`src/rtl/fpm_pkg.sv`:
```
// Package fpm_pkg: shared operation codes and sequencer states for the
// fast page mode controller. Assumes a two-bit host operation field.
package fpm_pkg;
    typedef enum logic [1:0] {
        OP_READ  = 2'd0,
        OP_WRITE = 2'd1,
        OP_RMW   = 2'd2
    } fpm_op_e;

    typedef enum logic [3:0] {
        ST_IDLE, ST_PRE, ST_ROW, ST_RCD, ST_COL, ST_CASLOW,
        ST_RMWD, ST_RMWW, ST_WEHOLD, ST_CPRE, ST_REFC, ST_REFR
    } fpm_state_e;
endpackage

```
`src/rtl/fpm_addr_mux.sv`:
```
// fpm_addr_mux: places either the row half or the column half of a word
// address on the shared DRAM address bus. Assumes sel_col is registered so
// the bus is stable around every strobe edge.
module fpm_addr_mux #(
    parameter int ROW_W = 10,
    parameter int COL_W = 10
) (
    input  logic [ROW_W+COL_W-1:0] addr,
    input  logic                   sel_col,
    output logic [ROW_W-1:0]       a_out
);
    localparam int BUS_W = ROW_W;

    // Select row or zero-extended column onto the bus.
    always_comb begin
        a_out = addr[COL_W +: ROW_W];
        if (sel_col) begin
            a_out = '0;
            a_out[COL_W-1:0] = addr[COL_W-1:0];
        end
    end

    initial assert (BUS_W >= COL_W) else $error("column wider than bus");
endmodule

```
`src/rtl/fpm_ras_timer.sv`:
```
// fpm_ras_timer: counts consecutive cycles with RAS low and flags when the
// open page must be closed. Assumes the sequencer honours `expired` only at
// idle and that an access from idle takes fewer than MARGIN cycles.
module fpm_ras_timer #(
    parameter int T_RAS_MAX = 5000,
    parameter int MARGIN    = 12
) (
    input  logic clk,
    input  logic rst_n,
    input  logic ras_n,
    output logic expired
);
    localparam int CW    = $clog2(T_RAS_MAX + 1);
    localparam int LIMIT = T_RAS_MAX - MARGIN;

    logic [CW-1:0] low_cnt;

    // Count RAS-low cycles, clear whenever RAS is high.
    always_ff @(posedge clk) begin
        if (!rst_n || ras_n) low_cnt <= '0;
        else if (low_cnt != CW'(T_RAS_MAX)) low_cnt <= low_cnt + 1'b1;
    end

    assign expired = (low_cnt >= CW'(LIMIT));

    // the page is never held open up to the limit.
    assert_ras_max_R9: assert property (@(posedge clk) disable iff (!rst_n)
        !ras_n |-> (low_cnt < CW'(T_RAS_MAX)));
endmodule

```
`src/rtl/fpm_dram_ctrl.sv`:
```
// fpm_dram_ctrl: fast page mode DRAM controller. Accepts one host request at
// a time, keeps the last row open for CAS-only hits, performs read, early
// write and read-modify-write, and inserts CAS-before-RAS refresh on request.
// Assumes the DRAM timing fits the cycle-count parameters and that ref_req
// stays high until ref_ack.
module fpm_dram_ctrl
    import fpm_pkg::*;
#(
    parameter int ROW_W     = 10,
    parameter int COL_W     = 10,
    parameter int DQ_W      = 4,
    parameter int T_RCD     = 3,
    parameter int T_CAS     = 1,
    parameter int T_CAC     = 2,
    parameter int T_RP      = 3,
    parameter int T_RFS     = 4,
    parameter int T_RAS_MAX = 5000
) (
    input  logic                   clk,
    input  logic                   rst_n,
    input  logic                   req_valid,
    output logic                   req_ready,
    input  logic [1:0]             req_op,
    input  logic [ROW_W+COL_W-1:0] req_addr,
    input  logic [DQ_W-1:0]        req_wdata,
    output logic                   rd_valid,
    output logic [DQ_W-1:0]        rd_data,
    input  logic                   ref_req,
    output logic                   ref_ack,
    output logic [ROW_W-1:0]       dram_a,
    output logic                   dram_ras_n,
    output logic                   dram_cas_n,
    output logic                   dram_we_n,
    output logic                   dram_oe_n,
    output logic [DQ_W-1:0]        dram_dq_o,
    output logic                   dram_dq_oe,
    input  logic [DQ_W-1:0]        dram_dq_i
);
    localparam int ADDR_W  = ROW_W + COL_W;
    localparam int T_A     = (T_RCD > T_CAS) ? T_RCD : T_CAS;
    localparam int T_B     = (T_CAC > T_RP)  ? T_CAC : T_RP;
    localparam int T_C     = (T_A > T_B)     ? T_A   : T_B;
    localparam int T_MAX   = (T_C > T_RFS)   ? T_C   : T_RFS;
    localparam int CNT_W   = $clog2(T_MAX + 1);
    localparam int ACC_MAX = T_CAC + T_CAS + 8;

    fpm_state_e          state, nxt;
    fpm_op_e             op_q;
    logic [ADDR_W-1:0]   addr_q;
    logic [DQ_W-1:0]     wdata_q;
    logic [ROW_W-1:0]    open_row;
    logic                row_open, sel_col, ras_expired;
    logic [CNT_W-1:0]    cnt;
    logic                req_hit;

    fpm_addr_mux #(.ROW_W(ROW_W), .COL_W(COL_W)) u_amux (
        .addr(addr_q), .sel_col(sel_col), .a_out(dram_a));

    fpm_ras_timer #(.T_RAS_MAX(T_RAS_MAX), .MARGIN(ACC_MAX)) u_rtimer (
        .clk(clk), .rst_n(rst_n), .ras_n(dram_ras_n), .expired(ras_expired));

    // Ready only at idle when neither refresh nor a forced close is due.
    assign req_ready = (state == ST_IDLE) && !ref_req && !(row_open && ras_expired);
    // Incoming request targets the row already open.
    assign req_hit   = row_open && (req_addr[COL_W +: ROW_W] == open_row);

    // Main sequencer: strobes, data path, page bookkeeping and host replies.
    always_ff @(posedge clk) begin
        if (!rst_n) begin
            state <= ST_IDLE;  nxt <= ST_IDLE;  op_q <= OP_READ;
            dram_ras_n <= 1'b1; dram_cas_n <= 1'b1; dram_we_n <= 1'b1; dram_oe_n <= 1'b1;
            dram_dq_oe <= 1'b0; dram_dq_o <= '0; sel_col <= 1'b0;
            row_open <= 1'b0; open_row <= '0; cnt <= '0;
            addr_q <= '0; wdata_q <= '0; rd_valid <= 1'b0; rd_data <= '0; ref_ack <= 1'b0;
        end else begin
            rd_valid <= 1'b0;
            ref_ack  <= 1'b0;
            case (state)
                ST_IDLE: begin
                    if (ref_req || (row_open && ras_expired)) begin
                        if (row_open) begin
                            dram_ras_n <= 1'b1; row_open <= 1'b0; sel_col <= 1'b0;
                            cnt <= CNT_W'(T_RP - 1); nxt <= ST_IDLE; state <= ST_PRE;
                        end else begin
                            dram_cas_n <= 1'b0; state <= ST_REFC;
                        end
                    end else if (req_valid) begin
                        op_q <= (req_op == OP_WRITE) ? OP_WRITE :
                                (req_op == OP_RMW)   ? OP_RMW : OP_READ;
                        addr_q <= req_addr; wdata_q <= req_wdata;
                        if (req_hit) begin
                            sel_col <= 1'b1;
                            if (req_op == OP_WRITE) begin
                                dram_we_n <= 1'b0; dram_dq_oe <= 1'b1; dram_dq_o <= req_wdata;
                            end
                            state <= ST_COL;
                        end else if (row_open) begin
                            dram_ras_n <= 1'b1; row_open <= 1'b0; sel_col <= 1'b0;
                            cnt <= CNT_W'(T_RP - 1); nxt <= ST_ROW; state <= ST_PRE;
                        end else begin
                            state <= ST_ROW;
                        end
                    end
                end
                ST_PRE: begin
                    if (cnt == '0) state <= nxt;
                    else cnt <= cnt - 1'b1;
                end
                ST_ROW: begin
                    dram_ras_n <= 1'b0; row_open <= 1'b1;
                    open_row <= addr_q[COL_W +: ROW_W];
                    cnt <= CNT_W'(T_RCD - 1); state <= ST_RCD;
                end
                ST_RCD: begin
                    if (cnt != '0) cnt <= cnt - 1'b1;
                    else begin
                        sel_col <= 1'b1;
                        if (op_q == OP_WRITE) begin
                            dram_we_n <= 1'b0; dram_dq_oe <= 1'b1; dram_dq_o <= wdata_q;
                        end
                        state <= ST_COL;
                    end
                end
                ST_COL: begin
                    dram_cas_n <= 1'b0;
                    dram_oe_n  <= (op_q == OP_WRITE);
                    cnt   <= (op_q == OP_WRITE) ? CNT_W'(T_CAS - 1) : CNT_W'(T_CAC - 1);
                    state <= ST_CASLOW;
                end
                ST_CASLOW: begin
                    if (cnt != '0) cnt <= cnt - 1'b1;
                    else if (op_q == OP_WRITE) begin
                        dram_cas_n <= 1'b1; dram_we_n <= 1'b1; dram_dq_oe <= 1'b0;
                        state <= ST_CPRE;
                    end else begin
                        rd_data <= dram_dq_i; rd_valid <= 1'b1; dram_oe_n <= 1'b1;
                        if (op_q == OP_RMW) state <= ST_RMWD;
                        else begin dram_cas_n <= 1'b1; state <= ST_CPRE; end
                    end
                end
                ST_RMWD: begin
                    dram_dq_oe <= 1'b1; dram_dq_o <= wdata_q; state <= ST_RMWW;
                end
                ST_RMWW: begin
                    dram_we_n <= 1'b0; cnt <= CNT_W'(T_CAS - 1); state <= ST_WEHOLD;
                end
                ST_WEHOLD: begin
                    if (cnt != '0) cnt <= cnt - 1'b1;
                    else begin
                        dram_cas_n <= 1'b1; dram_we_n <= 1'b1; dram_dq_oe <= 1'b0;
                        state <= ST_CPRE;
                    end
                end
                ST_CPRE: begin
                    sel_col <= 1'b0; state <= ST_IDLE;
                end
                ST_REFC: begin
                    dram_ras_n <= 1'b0; cnt <= CNT_W'(T_RFS - 1); state <= ST_REFR;
                end
                ST_REFR: begin
                    if (cnt != '0) cnt <= cnt - 1'b1;
                    else begin
                        dram_ras_n <= 1'b1; dram_cas_n <= 1'b1; ref_ack <= 1'b1;
                        cnt <= CNT_W'(T_RP - 1); nxt <= ST_IDLE; state <= ST_PRE;
                    end
                end
                default: state <= ST_IDLE;
            endcase
        end
    end

    // own drivers off whenever the DRAM may drive.
    assert_dq_oe_excl_R8: assert property (@(posedge clk) disable iff (!rst_n)
        !(dram_dq_oe && !dram_oe_n));
    // an early write has data on the bus when CAS falls.
    assert_early_write_R4: assert property (@(posedge clk) disable iff (!rst_n)
        ($fell(dram_cas_n) && !dram_we_n) |-> dram_dq_oe);
    // a late WE edge follows data already driven, with OE released.
    assert_late_we_R5: assert property (@(posedge clk) disable iff (!rst_n)
        ($fell(dram_we_n) && !dram_cas_n) |-> ($past(dram_dq_oe) && dram_oe_n));
    // read data strobe lasts a single cycle.
    assert_rd_pulse_R3: assert property (@(posedge clk) disable iff (!rst_n)
        rd_valid |=> !rd_valid);
    // RAS falling with CAS low only after CAS was already low.
    assert_cbr_order_R10: assert property (@(posedge clk) disable iff (!rst_n)
        ($fell(dram_ras_n) && !dram_cas_n) |-> $past(!dram_cas_n));
    // refresh ends with RAS high and the page closed.
    assert_ref_close_R10: assert property (@(posedge clk) disable iff (!rst_n)
        ref_ack |-> (dram_ras_n && !row_open));
    // no second request accepted right after a handshake.
    assert_one_req_R11: assert property (@(posedge clk) disable iff (!rst_n)
        (req_valid && req_ready) |=> !req_ready);
endmodule

```
`config.mk`:
```
export PLATFORM = sky130hd
export DESIGN_NAME = fpm_dram_ctrl
export DESIGN_NICKNAME = d
export VERILOG_FILES = /design/src/rtl/fpm_pkg.sv /design/src/rtl/fpm_addr_mux.sv /design/src/rtl/fpm_ras_timer.sv /design/src/rtl/fpm_dram_ctrl.sv
export SDC_FILE = /design/constraint.sdc
export NUM_CORES = 1
export LEC_CHECK = 0
export BUFFER_PORTS_ARGS = -buffer_cell sky130_fd_sc_hd__buf_2
export CAP_MARGIN = 20
export CORE_ASPECT_RATIO = 1.1
export CORE_MARGIN = 2
export CORE_UTILIZATION = 32
export CTS_CLUSTER_DIAMETER = 100
export DETAILED_ROUTE_END_ITERATION = 6
export PLACE_DENSITY_LB_ADDON = 0.15
export SLEW_MARGIN = 30
export SYNTH_ARGS = -nofsm -noshare
export SYNTH_HDL_FRONTEND = slang
export SYNTH_SLANG_ARGS = --single-unit
```
`constraint.sdc`:
```
create_clock -name clk -period 2.9 [get_ports clk]
set_input_delay 0.435 -clock clk [delete_from_list [all_inputs] [get_ports clk]]
set_output_delay 0.435 -clock clk [all_outputs]
set_load 0.03 [all_outputs]
```
* After elaboration in Yosys (flattened, before gate mapping)
Index checks and enable logic that the tools add are counted.
Widths: inputs -> output; s select.
** Storage, ports and cells
- Output and inout bits :: 26
- Register bits after elaboration :: 77
- Input port bits :: 34
- Logic and storage cells :: 186
** Cells by class
- Add/sub/neg operators :: 2
- Equal/unequal tests :: 39
- Reductions and logical operators :: 40
- Mux-type cells :: 80
- Bitwise gates (word level) :: 5
- $lt $le $gt $ge :: 1
** Operators with widths (number)
- $mux 4 :: 22
- $pmux 4 s11 :: 1
- $mux 1 :: 35
- $ne 2x2->1 const B :: 14
- $mux 3 :: 8
- $pmux 3 s8 :: 1
- $reduce_and 10->1 :: 2
- $reduce_and 6->1 :: 3
- $eq 4x3->1 const B :: 4
- $eq 4x4->1 const B :: 4
- $reduce_and 3->1 :: 5
- $add 13x1->13 const B :: 1
- $ge 13x13->1 const B :: 1
- $ne 13x13->1 const B :: 1
- $pmux 4 s3 :: 1
- $reduce_bool 3->1 :: 4
- $eq 10x10->1 :: 1
- $mux 10 :: 1
- $pmux 1 s5 :: 2
- $reduce_bool 5->1 :: 2
- $ne 3x3->1 const B :: 3
- $eq 4x2->1 const B :: 2
- $pmux 4 s2 :: 1
- $reduce_bool 8->1 :: 1
- other kinds (24) :: 47

* Depth between registers and ports, before layout
- Depth in word-level cells :: 6
- Mapped depth :: 9

* Hierarchy
Synthesis repeated with hierarchy kept, for this count alone.
** Second synthesis, totals
- Cells, all modules :: 494
- Area, all modules :: 4070.2 µm²
** By module, submodules not included
- fpm_dram_ctrl :: times used 1, seq. area each 1221.2 µm², area each 3226.8 µm², cells each 406
- fpm_ras_timer :: times used 1, seq. area each 260.2 µm², area each 681.9 µm², cells each 77
- fpm_addr_mux :: times used 1, seq. area each 0.0 µm², area each 161.4 µm², cells each 11

* Worst setup path after synthesis
Ideal clock, no wire load.
- Path type :: flip-flop to flip-flop
- From :: reg u_rtimer.low_cnt[8]
- To :: reg addr_q[0]
- Clock period less this slack :: 2071 ps
- Cell stages (with the launch flop) :: 8
- Arrival :: 1938 ps
- Setup time :: 132 ps
- Setup slack :: 829 ps
- Cell sequence :: dfxtp_1 -> and3_1 -> o41a_1 -> nor3_4 -> nand2_1 -> buf_2 -> nand2_1 -> a21oi_1
** On the way
- Word-level cells in the longest chain between the ends :: 5
** Ends and longest elaborated chain
- from (decl) :: line fpm_ras_timer.sv:16 : logic [CW-1:0] low_cnt;
- from (signal assigned) :: line fpm_ras_timer.sv:21 : else if (low_cnt != CW'(T_RAS_MAX)) low_cnt <= low_cnt + 1'b1;
- $ge 13x13->1 :: line fpm_ras_timer.sv:24 : assign expired = (low_cnt >= CW'(LIMIT));
- $logic_and 1x1->1 :: line fpm_dram_ctrl.sv:80 : if (ref_req || (row_open && ras_expired)) begin
- $logic_or 1x1->1 :: line fpm_dram_ctrl.sv:80
- $not 1->1 (no source line)
- $reduce_and 3->1 (no source line)
- to (signal assigned) :: line fpm_dram_ctrl.sv:90 : addr_q <= req_addr; wdata_q <= req_wdata;
- to (decl) :: line fpm_dram_ctrl.sv:49 : logic [ADDR_W-1:0] addr_q;
No other way between the ends.
A chain may end at the register's enable or synchronous reset.

* Worst setup path after layout
- From :: reg state[1]
- To :: out req_ready
** On the way
- Word-level cells in the longest chain between the ends :: 3
** Ends and longest elaborated chain
- from (decl) :: line fpm_dram_ctrl.sv:47 : fpm_state_e state, nxt;
- from (signal assigned) :: line fpm_dram_ctrl.sv:106 : if (cnt == '0) state <= nxt;
- $logic_not 4->1 :: line fpm_dram_ctrl.sv:63 : assign req_ready = (state == ST_IDLE) && !ref_req && !(row_open && ras_expired);
- $logic_and 1x1->1 (2 in series) :: line fpm_dram_ctrl.sv:63
- to (decl) :: line fpm_dram_ctrl.sv:22 : output logic req_ready,
No other way between the ends.

==> summary.txt <==
STA
  • Highest clock rate: 370.0 MHz
  • Rel. slew slack: 0.4885
  • RSZ-0062 raised after global routing: false
  • Final setup violation count: 0
  • Skew final: 0.006643 ns
  • Period minus WS final: 2.703 ns
  • Final period utilization: 0.9320
  • Slew Limit Fails: 0
  • Worst slew pin tran: 0.7663 ns
  • Setup total negative slack: 0 ns
  • Final Hold Vio Count: 0

Final layout
  • Fraction of layout cells with a size suffix above 1: 0.1966
  • Area delta synth->final: 19.86%
  • Non-Filler Instances: 679
  • Diode count: 0
  • Layout Nets: 563
  • FILL cells: 1211

Clock tree
  • Clock transition at the registers of the reported paths: 0.06 ns
  • CTS sink count: 74
  • CTS Root Cell: clkbuf_16
  • CTS HTree Levels: 3
  • CTS buffer count: 9
  • TritonCTS clock tree: yes
  • Hold buffer count at cts: 0
  • Clock latency at the later pin of the worst-skew pair: 0.34 ns
  • Clock Path Buffers: 2
  • Setup Fix Bufs, Post-CTS: 0
  • Post-CTS sizing: 0

Worst setup path
  • FF-to-FF Start: state[1]
  • R2R setup slack: 0.50 ns
  • Critical path class: flop to primary output
  • R2R Path End: op_q[0]
  • FF-to-FF path depth: 6
  • Critical Path Sink Type: primary output
  • Critical path origin: state[1]
  • Max Fanout on Critical Path: 24
  • Critical Path AT: 2.27 ns
  • Req. time, crit path: 2.47 ns
  • Critical Path Start Type: flop

Outcome
  • Status: finished, final reports clean

Synthesis
  • Most common cell in the netlist: nand2_1
  • Synthesized area per cell: 8.008 µm²
  • Multiplexer area fraction after synthesis: 0.05660
  • Warnings, synthesis: 0
  • Synth unique cells: 60
  • Adder-cell share of the synthesized area: 0.01655
  • Synthesized instance count: 472
  • Post-synth EDFFs: 0
  • Simple-Gate Fraction of Synth Area: 0.2493
  • Mapped Area: 3780 µm²
  • Cell taking the most area after synthesis: dfxtp_1
  • Main synth FF type: dfxtp_1
  • Largest family of logic cells by synthesized area: simple AND/OR/NAND/NOR gates
  • Synth top area cells: dfxtp_1 (39%), nand2_1 (8.7%), a21oi_1 (7.7%), nor2_1 (4.0%), mux2_2 (3.3%)
  • Compound-cell area share of the yosys netlist: 0.1956
  • Post-synthesis sequential area ratio: 0.3919
  • Top-area cell type share of the netlist area: 0.3919
  • Async SR Flop Fraction: 0
  • Post-synthesis net count: 511
  • Yosys reg bits: 74
  • XOR/XNOR Fraction of Synth Area: 0.05098
  • Most frequent cells after synthesis: nand2_1 (88), dfxtp_1 (74), a21oi_1 (58)

GRT
  • Largest net degree at the start of global routing: 54
  • Vias in the first global route: 3324
  • Gr usage total: 0.1646
  • Antenna violations before repair: 0
  • First-pass GRT wire length: 16790 µm
  • GR Overflow Total: 0

Floorplanning
  • # IOs: 60
  • Starting Density: 0.3289
  • Die Wd: 107.6 µm
  • Die area: 12700 µm²
  • Std-Cell Rows: 41
  • Core area: 11490 µm²
  • Die Height: 118.0 µm

Pwr
  • Clk network pwr share: 0.284
  • Sw Pwr: 1.615 mW
  • Gate power share: 0.388
  • Power per cell area: 905.6 nW/µm²
  • Sw frac: 0.3937
  • Sequential share of power: 0.329
  • Peak VDD IR: 304.1 µV
  • P_int: 2.488 mW
  • Lkg Pwr: 1.790 nW

Min path
  • Hold Path End: rd_data[0]
  • Hold depth: 3
  • Min-Delay Path Class: input pin to flop
  • Hold_sp: dram_dq_i[0]

Routing
  • Drt initial violations: 180
  • Post-DRT Antenna Nets: 0
  • Via density: 5.084
  • DR vias: 3452
  • Drt first pass iters: 5
  • DRC: 0
  • WL/cell: 14.53 µm
  • Total Wirelength: 9866 µm

Placed design
  • Placed insts: 663
  • Port Buf Inserts: 59
  • GPL Wtd Cong: 0.8810
  • DP HPWL: 6824 µm

Job
  • Max-Cap Viols: 0
power groups by stage:
stage	sequential (mW)	combinational, mW	clock [mW]
CTS	1.35	1.60	1.20
global route	1.38	1.77	1.25
global placement	1.37	1.59	0
detailed placement	1.37	1.59	0
floorplan	1.36	1.17	0
finish	1.35	1.59	1.16
critical path, stage by stage, from the launching register on:
cell,delay [ns]
dfxtp_1,0.55
nor2_1,0.41
nand2_1,0.28
nor3_4,0.41
buf_2,0.28
placed cells by master, fill, tap and decap left out, types with 2 or more instances in the layout:
cell	instances
o221ai_1	2
o22ai_1	3
xnor2_1	12
nor2_1	40
dfxtp_1	74
a21oi_1	58
nand2b_1	9
and2_1	2
nand4_1	3
o21ai_0	12
clkinv_2	2
nor4_4	2
a21o_1	4
o211ai_1	4
a2bb2oi_1	3
clkbuf_8	2
nor3_1	5
ha_1	5
a31oi_1	6
o32a_1	3
a211oi_1	5
buf_2	59
o31ai_1	4
buf_4	7
and3_1	5
mux2_2	11
o21a_1	2
nor4_1	4
mux2i_1	9
nand3_1	14
nor2b_1	8
clkbuf_16	9
xor2_1	10
nand2_1	88
nor3b_1	2
inv_1	11
nand3b_1	2
flip-flops by register name, indices dropped and copies added (netlist names):
register and count:
addr_q 20, u_rtimer.low_cnt 13, open_row 10, dram_dq_o 4, rd_data 4, state 4, wdata_q 4, cnt 3
op_q 2, dram_cas_n 1, dram_dq_oe 1, dram_oe_n 1, dram_ras_n 1, dram_we_n 1, nxt 1, rd_valid 1
ref_ack 1, row_open 1, sel_col 1
final cells by class:
class	instances	area, µm²	area share
Clock buffer	11	252.7	0.05579
Clock inverter	5	60.06	0.01326
Inverter	13	50.05	0.01105
Multi-Input combinational cell	360	2151	0.4747
Sequential cell	74	1481	0.3270
Tap cell	150	187.7	0.04142
Timing Repair Buffer	66	347.8	0.07677
worst max path at each step:
stage	end	slack (ns)
finish	req_ready	0.20
global route	req_ready	0.07
CTS	req_ready	0.22
detailed placement	op_q[0]	0.55
global placement	op_q[0]	0.61
floorplan	addr_q[0]	0.83
through the flow:
stage | hold WS [ns] | setup WS (ns) | cell area, µm² | power (mW) | util
2_1_floorplan | 0.4329 | 0.8295 | 3780 | 2.531 | -
3_3_place_gp | 0.4399 | 0.6060 | 4217 | 2.955 | 0.3669
3_5_place_dp | 0.4432 | 0.5453 | 4217 | 2.961 | 0.3669
4_1_cts | 0.3171 | 0.2183 | 4529 | 4.143 | 0.3942
5_1_grt | 0.3269 | 0.06956 | 4531 | 4.404 | 0.3943
6_report | 0.3252 | 0.1972 | 4531 | 4.103 | 0.3943
routing by layer:
metal	vias to the layer above	wire length (µm)	track usage
met5	-	0	0
met4	0	212	0.07372
met3	12	490	0.03599
met2	94	4433	0.2366
met1	1586	4729	0.2331
li1	1760	-	-
cells by family (layout without fill, tap and decap cells):
family                   count (synthesis)  after routing
AO/OA/AOI/OAI                          119            119
flip-flops                              74             74
buffers and inverters                   38             95
multiplexers                            20             20
AND/OR/NAND/NOR                        194            194
XOR/XNOR                                22             22
adder cells (fa/ha/maj)                  5              5
(Power assumes the default switching activity.)
